File: config.mk
export PLATFORM = sky130hd
export DESIGN_NAME = dcc_mailbox
export DESIGN_NICKNAME = d
export VERILOG_FILES = /design/src/rtl/dcc_pkg.sv /design/src/rtl/dcc_slot.sv /design/src/rtl/dcc_cpu_port.sv /design/src/rtl/dcc_dbg_port.sv /design/src/rtl/dcc_mailbox.sv
export SDC_FILE = /design/constraint.sdc
export NUM_CORES = 1
export LEC_CHECK = 0
export ABC_AREA = 0
export ABC_CLOCK_PERIOD_IN_PS = 2000
export CAP_MARGIN = 20
export CORE_MARGIN = 2
export CORE_UTILIZATION = 49
export CTS_BUF_LIST = sky130_fd_sc_hd__clkbuf_8
export DETAILED_ROUTE_END_ITERATION = 16
export PLACE_DENSITY = 0.95
export SLEW_MARGIN = 40
export SYNTH_ARGS = -nofsm -noshare
export SYNTH_HDL_FRONTEND = slang
export SYNTH_SLANG_ARGS = --single-unit
export TNS_END_PERCENT = 20
File: constraint.sdc
create_clock -name clk -period 2 [get_ports clk]
set_input_delay 0.3 -clock clk [delete_from_list [all_inputs] [get_ports clk]]
set_output_delay 0.3 -clock clk [all_outputs]
set_load 0.01 [all_outputs]
File: src/rtl/dcc_pkg.sv
package dcc_pkg;
  localparam int DCC_WORD_W   = 32;
  localparam int RX_FULL_BIT  = 30;
  localparam int TX_FULL_BIT  = 29;
  localparam int NUM_DIR      = 2;
  localparam int DIR_RX       = 0;  // debugger to processor
  localparam int DIR_TX       = 1;  // processor to debugger

  localparam logic       CPU_SEL_DATA = 1'b0;
  localparam logic       CPU_SEL_STAT = 1'b1;
  localparam logic [1:0] DBG_SEL_STAT = 2'd0;
  localparam logic [1:0] DBG_SEL_RX   = 2'd1;
  localparam logic [1:0] DBG_SEL_TX   = 2'd2;
endpackage

File: src/rtl/dcc_slot.sv
// One single-word mailbox with a full flag. A drain accepted in a cycle
// frees the slot for a fill arriving in the same cycle.
module dcc_slot #(
  parameter int DW = 32
) (
  input  logic          clk,
  input  logic          rst,
  input  logic          fill,
  input  logic [DW-1:0] fill_data,
  input  logic          drain,
  output logic          full,
  output logic [DW-1:0] word
);
  logic drain_ok;
  logic fill_ok;

  assign drain_ok = drain & full;
  assign fill_ok  = fill & (~full | drain_ok);

  always_ff @(posedge clk) begin
    if (rst) begin
      full <= 1'b0;
      word <= '0;
    end else begin
      if (fill_ok) begin
        full <= 1'b1;
        word <= fill_data;
      end else if (drain_ok) begin
        full <= 1'b0;
      end
    end
  end
endmodule

File: src/rtl/dcc_cpu_port.sv
// Processor-side decode: shared data register and status register.
module dcc_cpu_port
  import dcc_pkg::*;
#(
  parameter int DW = 32
) (
  input  logic          req,
  input  logic          we,
  input  logic          sel,
  input  logic          rx_full,
  input  logic [DW-1:0] rx_word,
  input  logic [DW-1:0] status,
  output logic          tx_fill,
  output logic          rx_drain,
  output logic [DW-1:0] rdata
);
  logic hit_data;

  assign hit_data = req & (sel == CPU_SEL_DATA);
  assign tx_fill  = hit_data & we;
  assign rx_drain = hit_data & ~we;

  always_comb begin
    rdata = '0;
    if (req && !we) begin
      if (sel == CPU_SEL_STAT) rdata = status;
      else if (rx_full)        rdata = rx_word;
    end
  end
endmodule

File: src/rtl/dcc_dbg_port.sv
// Debugger-side decode: separate receive and transmit registers, status.
module dcc_dbg_port
  import dcc_pkg::*;
#(
  parameter int DW = 32
) (
  input  logic          req,
  input  logic          we,
  input  logic [1:0]    sel,
  input  logic          tx_full,
  input  logic [DW-1:0] tx_word,
  input  logic [DW-1:0] status,
  output logic          rx_fill,
  output logic          tx_drain,
  output logic [DW-1:0] rdata
);
  assign rx_fill  = req & we  & (sel == DBG_SEL_RX);
  assign tx_drain = req & ~we & (sel == DBG_SEL_TX);

  always_comb begin
    rdata = '0;
    if (req && !we) begin
      case (sel)
        DBG_SEL_STAT: rdata = status;
        DBG_SEL_TX:   rdata = tx_full ? tx_word : '0;
        default:      rdata = '0;
      endcase
    end
  end
endmodule

File: src/rtl/dcc_mailbox.sv
module dcc_mailbox
  import dcc_pkg::*;
#(
  parameter int DW = DCC_WORD_W
) (
  input  logic          clk,
  input  logic          rst,
  input  logic          cpu_req,
  input  logic          cpu_we,
  input  logic          cpu_sel,
  input  logic [DW-1:0] cpu_wdata,
  output logic [DW-1:0] cpu_rdata,
  input  logic          dbg_req,
  input  logic          dbg_we,
  input  logic [1:0]    dbg_sel,
  input  logic [DW-1:0] dbg_wdata,
  output logic [DW-1:0] dbg_rdata
);
  logic [NUM_DIR-1:0] fill;
  logic [NUM_DIR-1:0] drain;
  logic [NUM_DIR-1:0] full;
  logic [DW-1:0]      fdata [NUM_DIR];
  logic [DW-1:0]      word  [NUM_DIR];

  logic          rx_full, tx_full;
  logic [DW-1:0] rx_word, tx_word;
  logic [DW-1:0] status;

  assign rx_full = full[DIR_RX];
  assign tx_full = full[DIR_TX];
  assign rx_word = word[DIR_RX];
  assign tx_word = word[DIR_TX];

  always_comb begin
    status = '0;
    status[RX_FULL_BIT] = rx_full;
    status[TX_FULL_BIT] = tx_full;
  end

  assign fdata[DIR_RX] = dbg_wdata;
  assign fdata[DIR_TX] = cpu_wdata;

  dcc_cpu_port #(.DW(DW)) u_cpu (
    .req      (cpu_req),
    .we       (cpu_we),
    .sel      (cpu_sel),
    .rx_full  (rx_full),
    .rx_word  (rx_word),
    .status   (status),
    .tx_fill  (fill[DIR_TX]),
    .rx_drain (drain[DIR_RX]),
    .rdata    (cpu_rdata)
  );

  dcc_dbg_port #(.DW(DW)) u_dbg (
    .req      (dbg_req),
    .we       (dbg_we),
    .sel      (dbg_sel),
    .tx_full  (tx_full),
    .tx_word  (tx_word),
    .status   (status),
    .rx_fill  (fill[DIR_RX]),
    .tx_drain (drain[DIR_TX]),
    .rdata    (dbg_rdata)
  );

  for (genvar d = 0; d < NUM_DIR; d++) begin : g_dir
    dcc_slot #(.DW(DW)) u_slot (
      .clk       (clk),
      .rst       (rst),
      .fill      (fill[d]),
      .fill_data (fdata[d]),
      .drain     (drain[d]),
      .full      (full[d]),
      .word      (word[d])
    );
  end
endmodule

Yosys cells after proc, flatten, opt, wreduce, memory -nomap -nowiden --
Cells that the tools add are included.
Word-level totals: register bits after elaboration 66, output and inout port bits 64, logic and storage cells 41, input bits 73
Operators by class: bitwise gates (word level) 18, eq/ne operators 2, reductions and logical operators 7, mux-type cells 10
Operators with widths (count):
- two-way mux 32 bit | 5
- one-hot mux 32 bit (2 select lines) | 1
- AND 1 bit | 11
- NOT 1 bit | 5
- two-way mux 1 bit | 4
- nonzero test 2 bit | 2
- equality test 2 x 1 -> 1 bit (second input constant) | 1
- equality test 2 bit (second input constant) | 1
- logical AND 1 bit | 2
- logical NOT 1 bit | 2
- logical NOT 2 bit | 1
- OR 1 bit | 2

Logic depth before layout (Yosys ltp) --
depth in word-level cells 7, gate-level depth with buffers 4, gate-level depth less buffers 3

By module --
A second synthesis with hierarchy kept.
Unflattened totals: cells, all modules 469, area, all modules 4142.7 um^2
Modules (own cells, without submodules):
- dcc_slot | instances 2, seq. area each 660.6 um^2, cells each 143, area an instance 1485.2 um^2
- dcc_cpu_port | instances 1, seq. area each 0.0 um^2, cells each 114, area an instance 646.9 um^2
- dcc_dbg_port | instances 1, seq. area each 0.0 um^2, cells each 68, area an instance 521.8 um^2
- dcc_mailbox | instances 1, seq. area each 0.0 um^2, cells each 1, area an instance 3.8 um^2

Worst setup path before layout --
No wires, ideal clock.
kind input to output, from in dbg_sel[0], to out dbg_rdata[0], slack 556 ps, data required time 1700 ps, buffers on the path 1, data arrival time 1144 ps, stages 4, cell sequence nor3b_1 > and3_1 > clkbuf_1 > and2_1
Between the ends: longest elaborated chain between the ends 3, elaborated cells between the ends (all ways) 4, those cells by class eq/ne: 1; mux: 2; reduce/logical: 1
RTL lines:
- start, declared | RTL line dcc_mailbox.sv:15 | input logic [1:0] dbg_sel,
- equality test 2 bit / logical NOT 2 bit (equally long branches) | RTL line dcc_dbg_port.sv:23 | case (sel)
- one-hot mux 32 bit (2 select lines) (*) | RTL line dcc_dbg_port.sv:23
- two-way mux 32 bit (*) | RTL line dcc_dbg_port.sv:22 | if (req && !we) begin
- end, declared | RTL line dcc_mailbox.sv:17 | output logic [DW-1:0] dbg_rdata
Mark *: on every way between the ends. The rest lies on a longest branch, timed or not.

Worst setup path in the final report --
from in cpu_req, to out cpu_rdata[26]
Between the ends: longest elaborated chain between the ends 2
RTL lines:
- start, declared | RTL line dcc_mailbox.sv:8 | input logic cpu_req,
- logical AND 1 bit | RTL line dcc_cpu_port.sv:25 | if (req && !we) begin
- two-way mux 32 bit | RTL line dcc_cpu_port.sv:25
- end, declared | RTL line dcc_mailbox.sv:12 | output logic [DW-1:0] cpu_rdata,
Every way passes these cells.

==> flow_summary.ini <==
[cells_and_area]
layout_common_cells = nand2b_1, clkdlybuf4s50_1, dfxtp_1
area_growth_pct = 49.4
final_cell_area_mm2 = 0.00515
n_antenna_cell = 0
layout_commonest_cell = nand2b_1
finalNetCount = 592
drive_above_1_share = 0.197

[worst_setup_path]
critPathKind = in -> out
cpPeakStageDelay_ns = 0.48
crit_chain = clkdlybuf4s50_1, nand3b_1, nor2_4, buf_4, buf_6, and2_1, clkdlybuf4s15_2
r2r_start = g_dir[1].u_slot.full$_SDFFE_PP0P_
crit_path_end_kind = output pin
r2r_slack_ns = 0.81
path_buf_inv = 4
ff2ff_path_depth = 4
critPathMaxFanout = 6
r2r-end = g_dir[1].u_slot.word[27]$_SDFFE_PP0P_
critical_path.startpoint = cpu_req
slowest_stage = clkdlybuf4s50_1
critPathLaunchType = input pin
cp_top_family = buffers and inverters
required_ns = 1.70
worstPathArrival_ns = 1.73

[synth]
netlist_area_mm2 = 0.00345
syn_inst = 370
synth-seq-cells = 66
syn-mean-instance-area_um2 = 9.32
synth_cell_types = 23
ys_warn_count = 0
synth_nets = 443
synth-seq-area-share = 0.383

[die]
start_util = 0.507
die_w_um = 87.9
fp-row-count = 30
die_h_um = 87.9
ios = 137
die_area_mm2 = 0.00772
core-area_mm2 = 0.00679

[cts]
clk_path_buf_depth = 2
tritoncts = yes
cts_buffers = 9
worstSkewPairLatency_ns = 0.34
clkTransAtPathRegs_ns = 0.07
cts_hold_buf = 0
cts_root_buf = clkbuf_8
htree_levels = 3
clkSinkCount = 66

[global_routing]
grt_max_degree = 85
antenna_found_initial = 0
grt_pass1_vias = 2902
grt.overflow.total = 0
grt.total_usage = 0.229
grt_first_pass_wirelength_um = 13600

[timing]
finalCritPeriodShare = 1.01
worst_pin_slew_ns = 0.590
hold_viol = 0
timing.slew.headroom = 0.607
maxSlewViolCount = 0
rsz0062_at_grt = true
finClkSkew_ns = 0.00646
min_period_ns = 2.03
finalSetupViolCount = 2
timing.fmax_mhz = 493
finalWorstSetupSlack_ns = -0.0287

[pwr]
p_leak_nw = 2.08
irDropWorstVdd_mv = 0.395
powerDensity_mw_per_mm2 = 593

[worst_hold_path]
whs_endpoint = g_dir[0].u_slot.word[23]$_SDFFE_PP0P_
min_path_type = reg -> reg
holdPathStages = 2
min_from = g_dir[0].u_slot.word[23]$_SDFFE_PP0P_

[detailed_routing]
routed_wl_um = 8720
viasPerCell = 4.74
final_antenna_net_count = 0
dr_total_vias = 2938
avgRoutedWirePerCell_um = 14.1
drt-pass1-iter-count = 4
drtIter0Drc = 74
drc = 0

[placed_design]
gp_congestion = 0.736
port_buffers = 136
place_area_mm2 = 0.00496
dp_hpwl_um = 5700
dpl_worst_slack_ns = -0.467

[job]
drv_cap = 0

[outcome]
status = finished, violations left
violations = negative setup slack
worst max-delay path by stage:
| stage | endpoint | cells after the start |
|---|---|---|
| global route | cpu_rdata[26] | 7 |
| global placement | dbg_rdata[20] | 6 |
| detailed placement | dbg_rdata[31] | 6 |
| finish | cpu_rdata[26] | 7 |
| CTS | cpu_rdata[16] | 6 |
| floorplan | dbg_rdata[0] | 4 |
final cells by class:
type                            count  area, µm²
Clock buffer                       12        165
Fill cell                         493       1650
Timing Repair Buffer              164       1460
Multi-Input combinational cell    277       2010
Tap cell                           96        120
Sequential cell                    66       1320
Inverter                            1       3.75
Clock inverter                      4       72.6
flip-flops by register name, summed over array words and instances (netlist names):
register,flops
g_dir.u_slot.word,64
g_dir.u_slot.full,2
metal layers:
| metal | global-route usage | vias to the layer above | part of all wire |
|---|---|---|---|
| met3 | 0.0679 | 9 | 0.059 |
| met1 | 0.263 | 1358 | 0.42 |
| met4 | 0.0783 | 0 | 0.013 |
| met5 | 0 | - | 0 |
| li1 | - | 1478 | - |
| met2 | 0.406 | 93 | 0.51 |
synth_stat cells, drive strengths merged:
cell | count | area [µm²]
nand3b | 2 | 15.0
a21boi | 1 | 7.51
and2 | 60 | 375
mux2i | 64 | 641
and3b | 1 | 8.76
and3 | 1 | 6.26
o21ai | 1 | 5.00
or3b | 1 | 11.3
nor2 | 3 | 11.3
clkbuf | 20 | 75.1
nand4b | 1 | 8.76
nand4bb | 1 | 11.3
nand2 | 5 | 18.8
buf | 6 | 67.6
nand3 | 1 | 5.00
a21oi | 5 | 40.0
dfxtp | 66 | 1320
nand2b | 129 | 807
inv | 1 | 3.75
nor3b | 1 | 7.51
power by group:
| group | internal [mW] | switching [mW] |
|---|---|---|
| combinational | 0.237 | 0.125 |
| clock | 0.802 | 0.520 |
| sequential | 1.35 | 0.0191 |
| total | 2.39 | 0.664 |
cell families (layout without fill, tap and decap cells):
family,after synthesis,in the layout,synth area share
mux,64,64,0.186
simple gates,206,206,0.373
compound gates,7,7,0.0152
buf+inv,27,181,0.0425
flops,66,66,0.383
timing repair:
| action | CTS | global route |
|---|---|---|
| endpoints found under the hold margin | 0 | 0 |
| pin swaps | 2 | 2 |
| buffers inserted | 4 | 1 |
| setup endpoints to repair | 63 | 59 |
| cloned | 5 | 0 |
| resized for setup | 126 | 71 |
stage by stage:
stage,std cells,power (mW),TNS (ns),util,hold slack (ns)
2_1_floorplan,370,1.56,0,-,0.444
3_3_place_gp,594,1.74,-19.32,0.730,0.454
6_report,620,3.06,-0.0313,0.758,0.470
3_5_place_dp,594,1.75,-21.70,0.730,0.457
4_1_cts,619,3.07,-0.407,0.776,0.473
5_1_grt,620,3.17,-0.427,0.758,0.488
worst min-delay path: cells and delay by family, from the launching register on:
family | cells | cell delay, ns
DFF | 1 | 0.31
muxes | 1 | 0.06
and+or+nand+nor | 1 | 0.06
Power figures use the tool's default switching activity.
